[src/rtl/periph_port_pkg.sv]
package periph_port_pkg;

  typedef enum logic [3:0] {
    RA_CTRL  = 4'd0,
    RA_GOUT  = 4'd1,
    RA_GOE   = 4'd2,
    RA_GIN   = 4'd3,
    RA_BADDR = 4'd4,
    RA_BDATA = 4'd5,
    RA_BRDBK = 4'd6,
    RA_STAT  = 4'd7,
    RA_ISTAT = 4'd8,
    RA_IMASK = 4'd9,
    RA_ILVL  = 4'd10
  } reg_addr_e;

  typedef enum logic [1:0] {
    SQ_IDLE,
    SQ_ADDR,
    SQ_WR,
    SQ_RD
  } seq_state_e;

  localparam int unsigned AD_W    = 8;
  localparam int unsigned PIN_ALE = 8;
  localparam int unsigned PIN_RDN = 9;
  localparam int unsigned PIN_WRN = 10;

endpackage

[src/rtl/ppt_irq.sv]
module ppt_irq #(
  parameter int unsigned NIRQ = 2
) (
  input  logic            clk,
  input  logic            rst_n,
  input  logic [NIRQ-1:0] int_in,
  input  logic [NIRQ-1:0] clr,
  output logic [NIRQ-1:0] stat,
  output logic [NIRQ-1:0] lvl
);

  for (genvar n = 0; n < NIRQ; n++) begin : g_ch
    logic s1_q, s2_q, prev_q, st_q;
    logic st_d, edge_hit;

    assign edge_hit = s2_q ^ prev_q;

    always_comb begin
      st_d = st_q;
      if (clr[n]) st_d = 1'b0;
      if (edge_hit) st_d = 1'b1;
    end

    always_ff @(posedge clk or negedge rst_n) begin
      if (!rst_n) begin
        s1_q   <= 1'b0;
        s2_q   <= 1'b0;
        prev_q <= 1'b0;
        st_q   <= 1'b0;
      end else begin
        s1_q   <= int_in[n];
        s2_q   <= s1_q;
        prev_q <= s2_q;
        st_q   <= st_d;
      end
    end

    assign stat[n] = st_q;
    assign lvl[n]  = s2_q;
  end

endmodule

[src/rtl/ppt_bus_seq.sv]
module ppt_bus_seq
  import periph_port_pkg::*;
#(
  parameter int unsigned STROBE  = 3,
  parameter int unsigned ALE_CYC = 2
) (
  input  logic            clk,
  input  logic            rst_n,
  input  logic            launch_wr,
  input  logic            launch_rd,
  input  logic [AD_W-1:0] addr,
  input  logic [AD_W-1:0] wdata,
  input  logic [AD_W-1:0] ad_in,
  output logic [AD_W-1:0] ad_out,
  output logic            ad_oe,
  output logic            ale,
  output logic            rd_n,
  output logic            wr_n,
  output logic            busy,
  output logic [AD_W-1:0] rdback
);

  localparam int unsigned MAXC = (STROBE > ALE_CYC) ? STROBE : ALE_CYC;
  localparam int unsigned CW   = $clog2(MAXC) + 1;
  localparam logic [CW-1:0] ALE_LAST = CW'(ALE_CYC - 1);
  localparam logic [CW-1:0] STB_LAST = CW'(STROBE - 1);

  seq_state_e      st_q, st_d;
  logic [CW-1:0]   cnt_q, cnt_d;
  logic            isw_q, isw_d;
  logic [AD_W-1:0] addr_q, addr_d;
  logic [AD_W-1:0] data_q, data_d;
  logic [AD_W-1:0] rdb_q, rdb_d;

  always_comb begin
    st_d   = st_q;
    cnt_d  = cnt_q;
    isw_d  = isw_q;
    addr_d = addr_q;
    data_d = data_q;
    rdb_d  = rdb_q;
    unique case (st_q)
      SQ_IDLE: begin
        if (launch_wr || launch_rd) begin
          st_d   = SQ_ADDR;
          cnt_d  = '0;
          isw_d  = launch_wr;
          addr_d = addr;
          data_d = wdata;
        end
      end
      SQ_ADDR: begin
        if (cnt_q == ALE_LAST) begin
          st_d  = isw_q ? SQ_WR : SQ_RD;
          cnt_d = '0;
        end else begin
          cnt_d = cnt_q + 1'b1;
        end
      end
      SQ_WR, SQ_RD: begin
        if (cnt_q == STB_LAST) begin
          st_d  = SQ_IDLE;
          cnt_d = '0;
          if (st_q == SQ_RD) rdb_d = ad_in;
        end else begin
          cnt_d = cnt_q + 1'b1;
        end
      end
      default: st_d = SQ_IDLE;
    endcase
  end

  always_ff @(posedge clk or negedge rst_n) begin
    if (!rst_n) begin
      st_q   <= SQ_IDLE;
      cnt_q  <= '0;
      isw_q  <= 1'b0;
      addr_q <= '0;
      data_q <= '0;
      rdb_q  <= '0;
    end else begin
      st_q   <= st_d;
      cnt_q  <= cnt_d;
      isw_q  <= isw_d;
      addr_q <= addr_d;
      data_q <= data_d;
      rdb_q  <= rdb_d;
    end
  end

  always_comb begin
    ale    = (st_q == SQ_ADDR);
    wr_n   = (st_q != SQ_WR);
    rd_n   = (st_q != SQ_RD);
    ad_oe  = (st_q == SQ_ADDR) || (st_q == SQ_WR);
    busy   = (st_q != SQ_IDLE);
    ad_out = '0;
    if (st_q == SQ_ADDR) ad_out = addr_q;
    else if (st_q == SQ_WR) ad_out = data_q;
  end

  assign rdback = rdb_q;

endmodule

[src/rtl/ppt_regs.sv]
module ppt_regs
  import periph_port_pkg::*;
#(
  parameter int unsigned NPIN = 11,
  parameter int unsigned NIRQ = 2
) (
  input  logic            clk,
  input  logic            rst_n,
  input  logic            hst_wr,
  input  logic            hst_rd,
  input  logic [3:0]      hst_addr,
  input  logic [NPIN-1:0] hst_wdata,
  output logic [NPIN-1:0] hst_rdata,
  input  logic [NPIN-1:0] pin_in,
  input  logic            busy,
  input  logic [AD_W-1:0] rdback,
  input  logic [NIRQ-1:0] irq_stat,
  input  logic [NIRQ-1:0] irq_lvl,
  output logic            mode,
  output logic [NPIN-1:0] gpio_out,
  output logic [NPIN-1:0] gpio_oe,
  output logic [AD_W-1:0] bus_addr,
  output logic [AD_W-1:0] bus_wdata,
  output logic            launch_wr,
  output logic            launch_rd,
  output logic [NIRQ-1:0] irq_mask,
  output logic [NIRQ-1:0] stat_clr
);

  logic            mode_q, mode_d;
  logic [NPIN-1:0] gout_q, gout_d;
  logic [NPIN-1:0] goe_q, goe_d;
  logic [AD_W-1:0] badr_q, badr_d;
  logic [NIRQ-1:0] msk_q, msk_d;
  logic            wr_ctrl, wr_gout, wr_goe, wr_badr, wr_msk, hit_data;

  always_comb begin
    wr_ctrl  = hst_wr && (hst_addr == RA_CTRL) && !busy;
    wr_gout  = hst_wr && (hst_addr == RA_GOUT);
    wr_goe   = hst_wr && (hst_addr == RA_GOE);
    wr_badr  = hst_wr && (hst_addr == RA_BADDR);
    wr_msk   = hst_wr && (hst_addr == RA_IMASK);
    hit_data = (hst_addr == RA_BDATA) && mode_q && !busy;
    launch_wr = hit_data && hst_wr;
    launch_rd = hit_data && hst_rd && !hst_wr;
    stat_clr  = (hst_wr && (hst_addr == RA_ISTAT)) ? hst_wdata[NIRQ-1:0] : '0;
  end

  always_comb begin
    mode_d = wr_ctrl ? hst_wdata[0]            : mode_q;
    gout_d = wr_gout ? hst_wdata               : gout_q;
    goe_d  = wr_goe  ? hst_wdata               : goe_q;
    badr_d = wr_badr ? hst_wdata[AD_W-1:0]     : badr_q;
    msk_d  = wr_msk  ? hst_wdata[NIRQ-1:0]     : msk_q;
  end

  always_ff @(posedge clk or negedge rst_n) begin
    if (!rst_n) begin
      mode_q <= 1'b0;
      gout_q <= '0;
      goe_q  <= '0;
      badr_q <= '0;
      msk_q  <= '0;
    end else begin
      mode_q <= mode_d;
      gout_q <= gout_d;
      goe_q  <= goe_d;
      badr_q <= badr_d;
      msk_q  <= msk_d;
    end
  end

  always_comb begin
    hst_rdata = '0;
    unique case (hst_addr)
      RA_CTRL:  hst_rdata[0]           = mode_q;
      RA_GOUT:  hst_rdata              = gout_q;
      RA_GOE:   hst_rdata              = goe_q;
      RA_GIN:   hst_rdata              = pin_in;
      RA_BADDR: hst_rdata[AD_W-1:0]    = badr_q;
      RA_BRDBK: hst_rdata[AD_W-1:0]    = rdback;
      RA_STAT:  hst_rdata[0]           = busy;
      RA_ISTAT: hst_rdata[NIRQ-1:0]    = irq_stat;
      RA_IMASK: hst_rdata[NIRQ-1:0]    = msk_q;
      RA_ILVL:  hst_rdata[NIRQ-1:0]    = irq_lvl;
      default:  hst_rdata              = '0;
    endcase
  end

  assign mode      = mode_q;
  assign gpio_out  = gout_q;
  assign gpio_oe   = goe_q;
  assign bus_addr  = badr_q;
  assign bus_wdata = hst_wdata[AD_W-1:0];
  assign irq_mask  = msk_q;

endmodule

[src/rtl/periph_port.sv]
module periph_port
  import periph_port_pkg::*;
#(
  parameter int unsigned NPIN   = 11,
  parameter int unsigned NIRQ   = 2,
  parameter int unsigned STROBE = 3
) (
  input  logic            clk,
  input  logic            rst_n,
  input  logic            hst_wr,
  input  logic            hst_rd,
  input  logic [3:0]      hst_addr,
  input  logic [NPIN-1:0] hst_wdata,
  output logic [NPIN-1:0] hst_rdata,
  input  logic [NPIN-1:0] pin_in,
  output logic [NPIN-1:0] pin_out,
  output logic [NPIN-1:0] pin_oe,
  input  logic [NIRQ-1:0] int_in,
  output logic            irq
);

  logic            mode;
  logic [NPIN-1:0] gpio_out, gpio_oe;
  logic [AD_W-1:0] bus_addr, bus_wdata, ad_out, rdback;
  logic            launch_wr, launch_rd;
  logic            ad_oe, bus_ale, bus_rd_n, bus_wr_n, busy;
  logic [NIRQ-1:0] irq_stat, irq_lvl, irq_mask, stat_clr;

  ppt_regs #(.NPIN(NPIN), .NIRQ(NIRQ)) u_regs (
    .clk(clk), .rst_n(rst_n),
    .hst_wr(hst_wr), .hst_rd(hst_rd), .hst_addr(hst_addr),
    .hst_wdata(hst_wdata), .hst_rdata(hst_rdata),
    .pin_in(pin_in), .busy(busy), .rdback(rdback),
    .irq_stat(irq_stat), .irq_lvl(irq_lvl),
    .mode(mode), .gpio_out(gpio_out), .gpio_oe(gpio_oe),
    .bus_addr(bus_addr), .bus_wdata(bus_wdata),
    .launch_wr(launch_wr), .launch_rd(launch_rd),
    .irq_mask(irq_mask), .stat_clr(stat_clr)
  );

  ppt_bus_seq #(.STROBE(STROBE), .ALE_CYC(2)) u_seq (
    .clk(clk), .rst_n(rst_n),
    .launch_wr(launch_wr), .launch_rd(launch_rd),
    .addr(bus_addr), .wdata(bus_wdata), .ad_in(pin_in[AD_W-1:0]),
    .ad_out(ad_out), .ad_oe(ad_oe), .ale(bus_ale),
    .rd_n(bus_rd_n), .wr_n(bus_wr_n), .busy(busy), .rdback(rdback)
  );

  ppt_irq #(.NIRQ(NIRQ)) u_irq (
    .clk(clk), .rst_n(rst_n),
    .int_in(int_in), .clr(stat_clr),
    .stat(irq_stat), .lvl(irq_lvl)
  );

  for (genvar i = 0; i < NPIN; i++) begin : g_pin
    if (i < AD_W) begin : g_ad
      assign pin_out[i] = mode ? ad_out[i] : gpio_out[i];
      assign pin_oe[i]  = mode ? ad_oe     : gpio_oe[i];
    end else if (i == PIN_ALE) begin : g_ale
      assign pin_out[i] = mode ? bus_ale : gpio_out[i];
      assign pin_oe[i]  = mode | gpio_oe[i];
    end else if (i == PIN_RDN) begin : g_rdn
      assign pin_out[i] = mode ? bus_rd_n : gpio_out[i];
      assign pin_oe[i]  = mode | gpio_oe[i];
    end else if (i == PIN_WRN) begin : g_wrn
      assign pin_out[i] = mode ? bus_wr_n : gpio_out[i];
      assign pin_oe[i]  = mode | gpio_oe[i];
    end else begin : g_gp
      assign pin_out[i] = gpio_out[i];
      assign pin_oe[i]  = gpio_oe[i];
    end
  end

  assign irq = |(irq_stat & irq_mask);

endmodule

[config.mk]
export PLATFORM = sky130hd
export DESIGN_NAME = periph_port
export DESIGN_NICKNAME = d
export VERILOG_FILES = /design/src/rtl/periph_port_pkg.sv /design/src/rtl/ppt_irq.sv /design/src/rtl/ppt_bus_seq.sv /design/src/rtl/ppt_regs.sv /design/src/rtl/periph_port.sv
export SDC_FILE = /design/constraint.sdc
export NUM_CORES = 1
export LEC_CHECK = 0
export ABC_AREA = 1
export BUFFER_PORTS_ARGS = -buffer_cell sky130_fd_sc_hd__buf_4
export CAP_MARGIN = 0
export CORE_ASPECT_RATIO = 1.1
export CORE_MARGIN = 1.5
export CORE_UTILIZATION = 35
export DETAILED_ROUTE_END_ITERATION = 7
export PLACE_DENSITY = 0.51
export SKIP_CTS_REPAIR_TIMING = 1
export SYNTH_ARGS = -nofsm -noshare
export SYNTH_HDL_FRONTEND = slang
export SYNTH_SLANG_ARGS = --single-unit
[constraint.sdc]
create_clock -name clk -period 2.6 [get_ports clk]
set_input_delay 0.78 -clock clk [delete_from_list [all_inputs] [get_ports clk]]
set_output_delay 0.78 -clock clk [all_outputs]
set_load 0.03 [all_outputs]
* After elaboration in Yosys (flattened, before gate mapping)
Index checks and enable logic that the tools add are counted.
** Operators by class
- $add $sub $neg :: 1
- Eq/ne operators :: 20
- Muxes and demuxes :: 39
- Bitwise operators :: 6
- Reductions and logical operators :: 26
** Operator list (count)
- $pmux W6 S5 :: 1
- $mux W1 :: 24
- $pmux W3 S3 :: 2
- $eq A4 B3 Y1 const B :: 4
- $mux W8 :: 2
- $eq A4 B4 Y1 const B :: 3
- $logic_and A1 B1 Y1 :: 12
- $pmux W1 S10 :: 1
- $mux W3 :: 3
- $eq A4 B2 Y1 const B :: 2
- $mux W2 :: 4
- $pmux W1 S8 :: 1
- $ne A2 B1 Y1 const B :: 3
- $pmux W2 S3 :: 1
- $reduce_and A3 Y1 :: 2
- $reduce_bool A2 Y1 :: 3
- $eq A2 B2 Y1 const B :: 2
- $eq A4 B1 Y1 const B :: 1
- $logic_not A4 Y1 :: 1
- $ne A2 B2 Y1 const B :: 2
- $reduce_or A2 Y1 :: 2
- $add A3 B1 Y3 const B :: 1
- $eq A3 B1 Y1 const B :: 1
- $eq A3 B2 Y1 const B :: 1
- 8 further kinds :: 13
** Word-level totals
- Flip-flop bits (word level) :: 71
- Input bits :: 32
- Output and inout bits :: 34
- Word-level logic and storage cells :: 111

* Longest topological paths before layout
Gate-level depths: netlist (run 1).
- Depth after elaboration :: 8
- Gate-level depth with buffers :: 9
- Gate-level depth less buffers :: 9

* Cells and area by module
Synthesis (run 1) repeated with hierarchy kept, for this count alone.
** Unflattened totals
- Cell total of the unflattened synthesis :: 539
- Area, all modules :: 3985.1 um2
** Modules (own cells, without submodules)
- ppt_regs :: instances 1, cells an instance 264, area each 1920.6 um2, seq. area each 825.8 um2
- ppt_bus_seq :: instances 1, cells an instance 190, area each 1541.5 um2, seq. area each 750.7 um2
- ppt_irq :: instances 1, cells an instance 26, area each 285.3 um2, seq. area each 200.2 um2
- periph_port :: instances 1, cells an instance 59, area each 237.7 um2, seq. area each 0.0 um2

* Worst setup path after synthesis (run 1)
No wires, ideal clock.
- Path type :: register to output
- Start point :: register u_seq.st_q[1]
- End point :: output port pin_out[1]
- Arrival time :: 1.834 ns
- Data required time :: 1.820 ns
- Slack :: -0.014 ns
- Stages on the path, launching flop included :: 6
- Path buffers :: 1
- Cell sequence :: dfrtp_1 -> inv_1 -> ha_1 -> clkbuf_1 -> a22oi_1 -> o21ai_0
** Between the ends
- Word-level cells in the longest chain between the ends :: 4
- Elaborated cells on any way between the ends :: 5
- Those cells by class :: eq/ne (2); mux (3)
** RTL lines
- start: declaration :: line ppt_bus_seq.sv:28 : seq_state_e st_q, st_d;
- start signal: assignment :: line ppt_bus_seq.sv:82 : st_q <= st_d;
- $eq A2 B2 Y1 :: line ppt_bus_seq.sv:99 : else if (st_q == SQ_WR) ad_out = data_q;
- $mux W8 :: line ppt_bus_seq.sv:99
- $mux W8 * :: line ppt_bus_seq.sv:98 : if (st_q == SQ_ADDR) ad_out = addr_q;
- $mux W1 * :: line periph_port.sv:57 : assign pin_out[i] = mode ? ad_out[i] : gpio_out[i];
- end: declaration :: line periph_port.sv:16 : output logic [NPIN-1:0] pin_out,
Every way passes the cells marked *; elsewhere a longest branch is shown, timed or not.

* Worst setup path after layout (run 1)
- Start point :: input port hst_addr[3]
- End point :: output port hst_rdata[10]
** Between the ends
- Word-level cells in the longest chain between the ends :: 2
- Elaborated cells on any way between the ends :: 4
- Those cells by class :: eq/ne (3); mux (1)
** RTL lines
- start: declaration :: line periph_port.sv:12 : input logic [3:0] hst_addr,
- $eq A4 B2 Y1 / $eq A4 B1 Y1 (equally long branches) :: line ppt_regs.sv:75 : unique case (hst_addr)
- $pmux W3 S3 * :: line ppt_regs.sv:75
- end: declaration :: line periph_port.sv:14 : output logic [NPIN-1:0] hst_rdata,
Marked as above.

==> results of run 1 <==
==> layout by cell type, fill, tap and decap left out, types with 3 or more instances in the layout <==
cell type / netlist / final
o21ai_2: 32 / 44
nor2_4: 2 / 6
ha_1: 6 / 5
dfrtp_1: 71 / 69
clkbuf_16: 0 / 9
buf_12: 0 / 3
a22oi_1: 8 / 6
nand2_1: 143 / 129
nor2_1: 25 / 20
o21ai_0: 52 / 29
nand2_4: 4 / 8
nand2_2: 4 / 14
nand3_1: 13 / 12
o21ai_1: 9 / 20
buf_4: 1 / 79
inv_1: 56 / 53
inv_2: 3 / 5
buf_6: 8 / 20
nor3_1: 3 / 3
==> cells by family after synthesis <==
family | after synthesis
fa+ha+maj | 6
simple gates | 201
xor+xnor | 2
compound gates | 107
buf+inv | 74
mux | 1
flops | 71
==> worst max-delay path by stage <==
stage | cells after the start | to
2_1_floorplan | 5 | pin_out[5]
3_3_place_gp | 9 | hst_rdata[5]
3_5_place_dp | 9 | hst_rdata[3]
4_1_cts | 9 | hst_rdata[3]
5_1_grt | 10 | hst_rdata[10]
6_report | 10 | hst_rdata[10]
==> per-stage QoR <==
stage / utilization (%) / setup WS, ps
3_5_place_dp: 43.9 / -328
2_1_floorplan: - / 2.44
5_1_grt: 50.1 / -59.3
3_3_place_gp: 43.9 / -332
4_1_cts: 46.9 / -337
6_report: 50.1 / -1.67
==> cell type report <==
type                       count  area [um^2]
fill                        1046         5210
multi-input combinational    317         1830
clock inverter                 7         95.1
inverter                      59          224
tap                          143          179
sequential                    71         1780
timing repair buffer         103          893
clock buffer                   9          225
==> power by group <==
group	internal, mW	total (mW)	switching (mW)
combinational	0.720	1.93	1.21
sequential	1.35	1.52	0.174
clock	0.841	1.34	0.494
total	2.91	4.79	1.88
==> sequential cells by signal, summed over array words and instances, names as in the netlist <==
register and flops:
u_regs.irq_mask 2, u_irq.g_ch.prev_q 2, u_regs.bus_addr 8, u_regs.mode 1, u_seq.addr_q 8, u_seq.cnt_q 3
u_seq.st_q 2, u_regs.gpio_oe 11, u_irq.g_ch.st_q 2, u_seq.data_q 8, u_seq.rdback 8, u_regs.gpio_out 11
u_seq.isw_q 1, u_irq.g_ch.s1_q 2, u_irq.g_ch.s2_q 2
==> metal layers <==
layer | vias up | part of all wire [%]
met3 | 13 | 4.6
met2 | 69 | 49
met4 | 0 | 1.4
li1 | 1675 | -
met1 | 1545 | 45
met5 | - | 0
==> worst register-to-register path, stage by stage, from the launching register on <==
cell     delay (ps)
dfrtp_2         430
inv_1           110
ha_1            280
nand2_1         120
nor2_4          150
nand3_4         150
buf_12          210
nand2_1         110
o21ai_2          50
==> metrics.md, run 1 <==
| Metric | Value |
|---|---|
| Overall die area | `11,500 um^2` |
| Met3 usage | `3.74%` |
| RR Endpoint | `u_seq.data_q[3]$_DFFE_PN0P_` |
| Number of synthesized flops with an enable pin | `0` |
| Wire per inst | `15.2 um` |
| Synth Area in Compound Gates | `18.2%` |
| Min-delay worst type | `register to register` |
| Worst skew pair latency | `340 ps` |
| Post-synthesis mux area share | `0.264%` |
| GRT overflow | `0` |
| GRT busiest layer | `met2` |
| Number of global-route vias before repair | `3,284` |
| RSZ-0062 raised after global routing | `yes` |
| Hold depth | `0` |
| Final period util | `100%` |
| Share of layout cells above drive strength 1 | `37.1%` |
| Placed Area | `4580 um^2` |
| Overall power | `4.79 mW` |
| Setup TNS | `-1.67 ps` |
| Post-Syn Area | `3790 um^2` |
| Run status | `finished, violations left` |
| Main flop type after synthesis | `dfrtp_1` |
| Power per Cell Area | `915 nW/um^2` |
| DRC errors left | `0` |
| Most used cell, CP | `buf_6` |
| Number of port buffers | `65` |
| DR vias | `3,302` |
| Critical path's top delay family | `buffers and inverters` |
| Distinct cells, synth | `32` |
| Core ar. | `10,400 um^2` |
| Simple-Gate Fraction of Synth Area | `23.1%` |
| Leakage | `2.62 nW` |
| Required time worst endpoint | `1820 ps` |
| Final WL | `10.8 mm` |
| Final setup violation count | `1` |
| IO Pins | `66` |
| CTS tree | `done` |
| DP Cell Count | `685` |
| Area grow syn2layout | `38.1%` |
| Largest net degree at the start of global routing | `39` |
| Crit Path Class | `input pin to primary output` |
| Row count | `39` |
| Post-route antenna net violation count | `0` |
| Reg-to-reg slack, setup | `880 ps` |
| CP Cell Sequence | `buf_8 -> inv_4 -> buf_6 -> nand2_4 -> nor2_4 -> buf_6 -> buf_6 -> nand2_2 -> o211ai_1 -> buf_4` |
| Startpoint types | `input pin` |
| Layout Skew | `7.69 ps` |
| Routability cong. | `0.821` |
| Vias/cell | `4.66` |
| Least-Margin Pin Slew | `541 ps` |
| Post-Syn Nets | `500` |
| Most frequent cells after synthesis | `nand2_1, dfrtp_1, inv_1` |
| GRT Overall Usage | `20.0%` |
| CTS Buf Count | `9` |
| Die X | `102 um` |
| Count of final max-slew check failures | `0` |
| Top-count cell post-synth | `nand2_1` |
| Dominant cell type by area after synthesis | `dfrtp_1` |
| Async SR Flop Fraction | `100%` |
| Final non-filler cell total | `709` |
| Htree depth | `3` |
| MaxCap Viol Count | `0` |
| Detailed placement HPWL | `7.75 mm` |
| Adder-cell share of the synthesized area | `1.98%` |
| WHS | `350 ps` |
| Worst R2R Path Depth | `8` |
| Drt pass-1 iters | `4` |
| CTS Root Cell | `clkbuf_16` |
| Synth Area in XOR/XNOR | `0.463%` |
| Minimum clock period | `2600 ps` |
| Fin area | `5230 um^2` |
| Grt met2 use | `31.3%` |
| CP bufs+invs | `6` |
| PnR worst setup slack | `-1.67 ps` |
| Synthesis-stage register bit count | `71` |
| Max clock buf depth | `2` |
| WHS Endpoint | `u_irq.g_ch[1].s2_q$_DFF_PN0_` |
| Die height | `112 um` |
| Crit path launch | `hst_addr[3]` |
| CTS sink count | `71` |
| Crit-path max cell delay | `190 ps` |
| Gate Count Post-Synth | `462` |
| Slowest CP cell | `buf_4` |
| Hold path start | `u_irq.g_ch[1].s1_q$_DFF_PN0_` |
| Slew margin rel. | `63.9%` |
| Initial antenna violation count | `0` |
| FMAX | `384 MHz` |
| Share of the synthesized area in the top cell type | `46.9%` |
| N_diodes | `0` |
| Syn avg cell area | `8.20 um^2` |
| Reg-to-Reg Start | `u_seq.st_q[1]$_DFFE_PN0P_` |
| Initial Util | `36.3%` |
| Clock transition at path regs | `60 ps` |
| Failing checks | `negative setup slack` |
| First-pass GRT wire length | `17.1 mm` |
| Peak VDD IR | `0.000590 V` |
| Arrival @ worst endpoint | `1820 ps` |
| Setup crit end kind | `primary output` |
| Largest family of logic cells by synthesized area | `simple AND/OR/NAND/NOR gates` |
| Synth area leaders | `dfrtp_1, nand2_1, o21ai_2` |
| GR Util met1 | `27.7%` |
| Sequential cell area fraction in the yosys report | `46.9%` |
| Critical path fanouts, max | `6` |
| Starting DRT DRC Count | `169` |
| Synth Warn # | `0` |
| Count of final hold-check violations | `0` |
| # nets final | `599` |
Note: power is estimated with default switching activity, not from simulation.
==> run 2: changes to the inputs <==
Settings changed: SETUP_SLACK_MARGIN set to 0.2.
==> run 2 against run 1 <==
  * The flow now finishes without violations
  * Register-to-register slack worse by 260 ps
  * Worst hold slack worse by 1.8 ps
  * Clock power down 9%
  * Sequential power up 3%
  * First-iteration DRC count down 3.6%
  * Critical path depth down 2
  * Total power up 2.0%
==> metrics.md, run 2 (synthesis results as in run 1) <==
| Metric | Value |
|---|---|
| Initial Util | `36.3% (unchanged)` |
| Least-Margin Pin Slew | `518 ps (was 541 ps)` |
| Htree depth | `3 (unchanged)` |
| Peak VDD IR | `0.000644 V (was 0.000590 V)` |
| DR vias | `3,317 (was 3,302)` |
| Die height | `112 um (unchanged)` |
| Switching Fraction | `40.4% (was 39.3%)` |
| Post-route antenna net violation count | `0 (unchanged)` |
| RSZ-0062 raised after global routing | `yes (unchanged)` |
| Clk pwr share | `25.0% (was 27.9%)` |
| Slowest CP cell | `buf_4 (unchanged)` |
| Wl on met1 | `4.97 mm (was 4.88 mm)` |
| Arrival @ worst endpoint | `1760 ps (was 1820 ps)` |
| RR Endpoint | `u_seq.data_q[0]$_DFFE_PN0P_ (was u_seq.data_q[3]$_DFFE_PN0P_)` |
| Placed Area | `4600 um^2 (was 4580 um^2)` |
| Wire per inst | `15.5 um (was 15.2 um)` |
| Combinational Power Share | `42.9% (was 40.3%)` |
| Overall power | `4.88 mW (was 4.79 mW)` |
| FMAX | `393 MHz (was 384 MHz)` |
| Run status | `finished, final reports clean (was finished, violations left)` |
| Area grow syn2layout | `40.1% (was 38.1%)` |
| DRC errors left | `0 (unchanged)` |
| Crit Path Class | `input pin to primary output (unchanged)` |
| Critical path fanouts, max | `5 (was 6)` |
| FILL cells | `1,039 (was 1,046)` |
| End of the critical path | `hst_rdata[0] (was hst_rdata[10])` |
| First-pass GRT wire length | `16.7 mm (was 17.1 mm)` |
| Overall die area | `11,500 um^2 (unchanged)` |
| Fin area | `5310 um^2 (was 5230 um^2)` |
| Final non-filler cell total | `704 (was 709)` |
| # nets final | `594 (was 599)` |
| Count of final hold-check violations | `0 (unchanged)` |
| Vias/cell | `4.71 (was 4.66)` |
| Minimum clock period | `2540 ps (was 2600 ps)` |
| N_diodes | `0 (unchanged)` |
| CTS tree | `done (unchanged)` |
| CTS Buf Count | `9 (unchanged)` |
| Startpoint types | `input pin (unchanged)` |
| Sw Pwr | `1.97 mW (was 1.88 mW)` |
| Slew margin rel. | `65.5% (was 63.9%)` |
| Initial antenna violation count | `0 (unchanged)` |
| Crit path launch | `hst_addr[0] (was hst_addr[3])` |
| Cell Int Power | `2.91 mW (about the same)` |
| GRT Overall Usage | `19.5% (was 20.0%)` |
| Max clock buf depth | `2 (unchanged)` |
| Final WL | `10.9 mm (was 10.8 mm)` |
| Detail Route met2 WL | `5.32 mm (was 5.22 mm)` |
| Row count | `39 (unchanged)` |
| Count of final max-slew check failures | `0 (unchanged)` |
| CTS Root Cell | `clkbuf_16 (unchanged)` |
| Routability cong. | `0.816 (was 0.821)` |
| Final setup violation count | `0 (was 1)` |
| Share of layout cells above drive strength 1 | `39.8% (was 37.1%)` |
| Min-delay worst type | `register to register (unchanged)` |
| Met3 Routed Length | `447 um (was 497 um)` |
| Final period util | `97.8% (was 100%)` |
| Leakage | `2.62 nW (about the same)` |
| DR top layer | `met4 (unchanged)` |
| Starting DRT DRC Count | `163 (was 169)` |
| Largest net degree at the start of global routing | `38 (was 39)` |
| Layout Skew | `4.57 ps (was 7.69 ps)` |
| DP Cell Count | `679 (was 685)` |
| Die X | `102 um (unchanged)` |
| Flop pwr share | `32.1% (was 31.8%)` |
| Core ar. | `10,400 um^2 (unchanged)` |
| CP Cell Sequence | `buf_4 -> nor2_4 -> buf_4 -> nand2_1 -> o21ai_1 -> nor2_1 -> nand3_1 -> buf_6 (was buf_8 -> inv_4 -> buf_6 -> nand2_4 -> nor2_4 -> buf_6 -> buf_6 -> nand2_2 -> o211ai_1 -> buf_4)` |
| Required time worst endpoint | `1820 ps (about the same)` |
| Setup crit end kind | `primary output (unchanged)` |
| GRT overflow | `0 (unchanged)` |
| Number of global-route vias before repair | `3,249 (was 3,284)` |
| IO Pins | `66 (unchanged)` |
| Crit-path max cell delay | `150 ps (was 190 ps)` |
| Detailed placement HPWL | `7.54 mm (was 7.75 mm)` |
| Worst R2R Path Depth | `8 (unchanged)` |
| Power per Cell Area | `920 nW/um^2 (was 915 nW/um^2)` |
| Drt pass-1 iters | `4 (unchanged)` |
| Worst skew pair latency | `340 ps (about the same)` |
| CTS sink count | `71 (unchanged)` |
| Most used cell, CP | `buf_4 (was buf_6)` |
| MaxCap Viol Count | `0 (unchanged)` |
| Clock transition at path regs | `60 ps (about the same)` |
| Commonest non-fill, non-tap cells in the layout | `nand2_1, buf_4, dfrtp_1 (unchanged)` |
| Reg-to-reg slack, setup | `620 ps (was 880 ps)` |
| Number of port buffers | `65 (unchanged)` |
| Reg-to-Reg Start | `u_seq.st_q[1]$_DFFE_PN0P_ (unchanged)` |
| Commonest non-fill, non-tap cell in the layout | `nand2_1 (unchanged)` |
-- run 2: cell types whose count changed in the layout (fill, tap and decap cells not counted), sizes merged --
cell / change
bufinv: -1
clkbuf: +1
clkinvlp: +1
inv: -2
buf: -6
nand2: +1
clkinv: +1
-- run 2: worst min-delay path by stage --
stage,startpoint,end,depth (start not counted),slack [ps]
after global routing,u_irq.g_ch[1].s1_q$_DFF_PN0_,u_irq.g_ch[1].s2_q$_DFF_PN0_,0,370
after global placement,u_irq.g_ch[1].s1_q$_DFF_PN0_,u_irq.g_ch[1].s2_q$_DFF_PN0_,0,340
after floorplan,u_irq.g_ch[0].s1_q$_DFF_PN0_,u_irq.g_ch[0].s2_q$_DFF_PN0_,0,330
after CTS,u_irq.g_ch[1].s1_q$_DFF_PN0_,u_irq.g_ch[1].s2_q$_DFF_PN0_,0,350
final,u_irq.g_ch[1].s1_q$_DFF_PN0_,u_irq.g_ch[1].s2_q$_DFF_PN0_,0,350
after detailed placement,u_irq.g_ch[1].s1_q$_DFF_PN0_,u_irq.g_ch[1].s2_q$_DFF_PN0_,0,340
-- run 2: per-stage QoR --
step	setup WS [ps]	hold slack, ps	TNS (ps)	util [%]
floorplan	183	331	0	-
global placement	-88.7	336	-205	44.0
detailed placement	-97.3	337	-337	44.0
CTS	-122	350	-876	46.8
global route	-6.04	366	-7.11	50.8
finish	58.4	348	0	50.8
-- run 2: worst max-delay path: cells and delay by family --
| family | cells | cell delay (ps) |
|---|---|---|
| AND/OR/NAND/NOR | 4 | 390 |
| buffers and inverters | 3 | 430 |
| AO/OA/AOI/OAI | 1 | 140 |
-- run 2: cell type report --
class                   count  area [um^2]  share of cell area, %
multi-input cells         318         1940                   36.6
flip-flops and latches     71         1780                   33.6
repair buffers             97          878                   16.6
inverters                  59          238                   4.48
clock buffers              10          229                   4.32
well taps                 143          179                   3.37
clock inverters             6         61.3                   1.16
-- run 2: metal layers --
metal,vias to the layer above,GRT usage [%]
li1,1670,-
met1,1555,26.4
met2,77,30.8
met3,15,4.05
met4,0,6.67
met5,-,0
-- run 2: power by group through the flow --
stage	combinational (mW)	sequential [mW]	clock, mW
6_report	2.09	1.57	1.22
5_1_grt	2.28	1.60	1.29
4_1_cts	1.81	1.53	1.24
3_5_place_dp	1.80	1.55	0
3_3_place_gp	1.79	1.54	0
2_1_floorplan	1.19	1.49	0
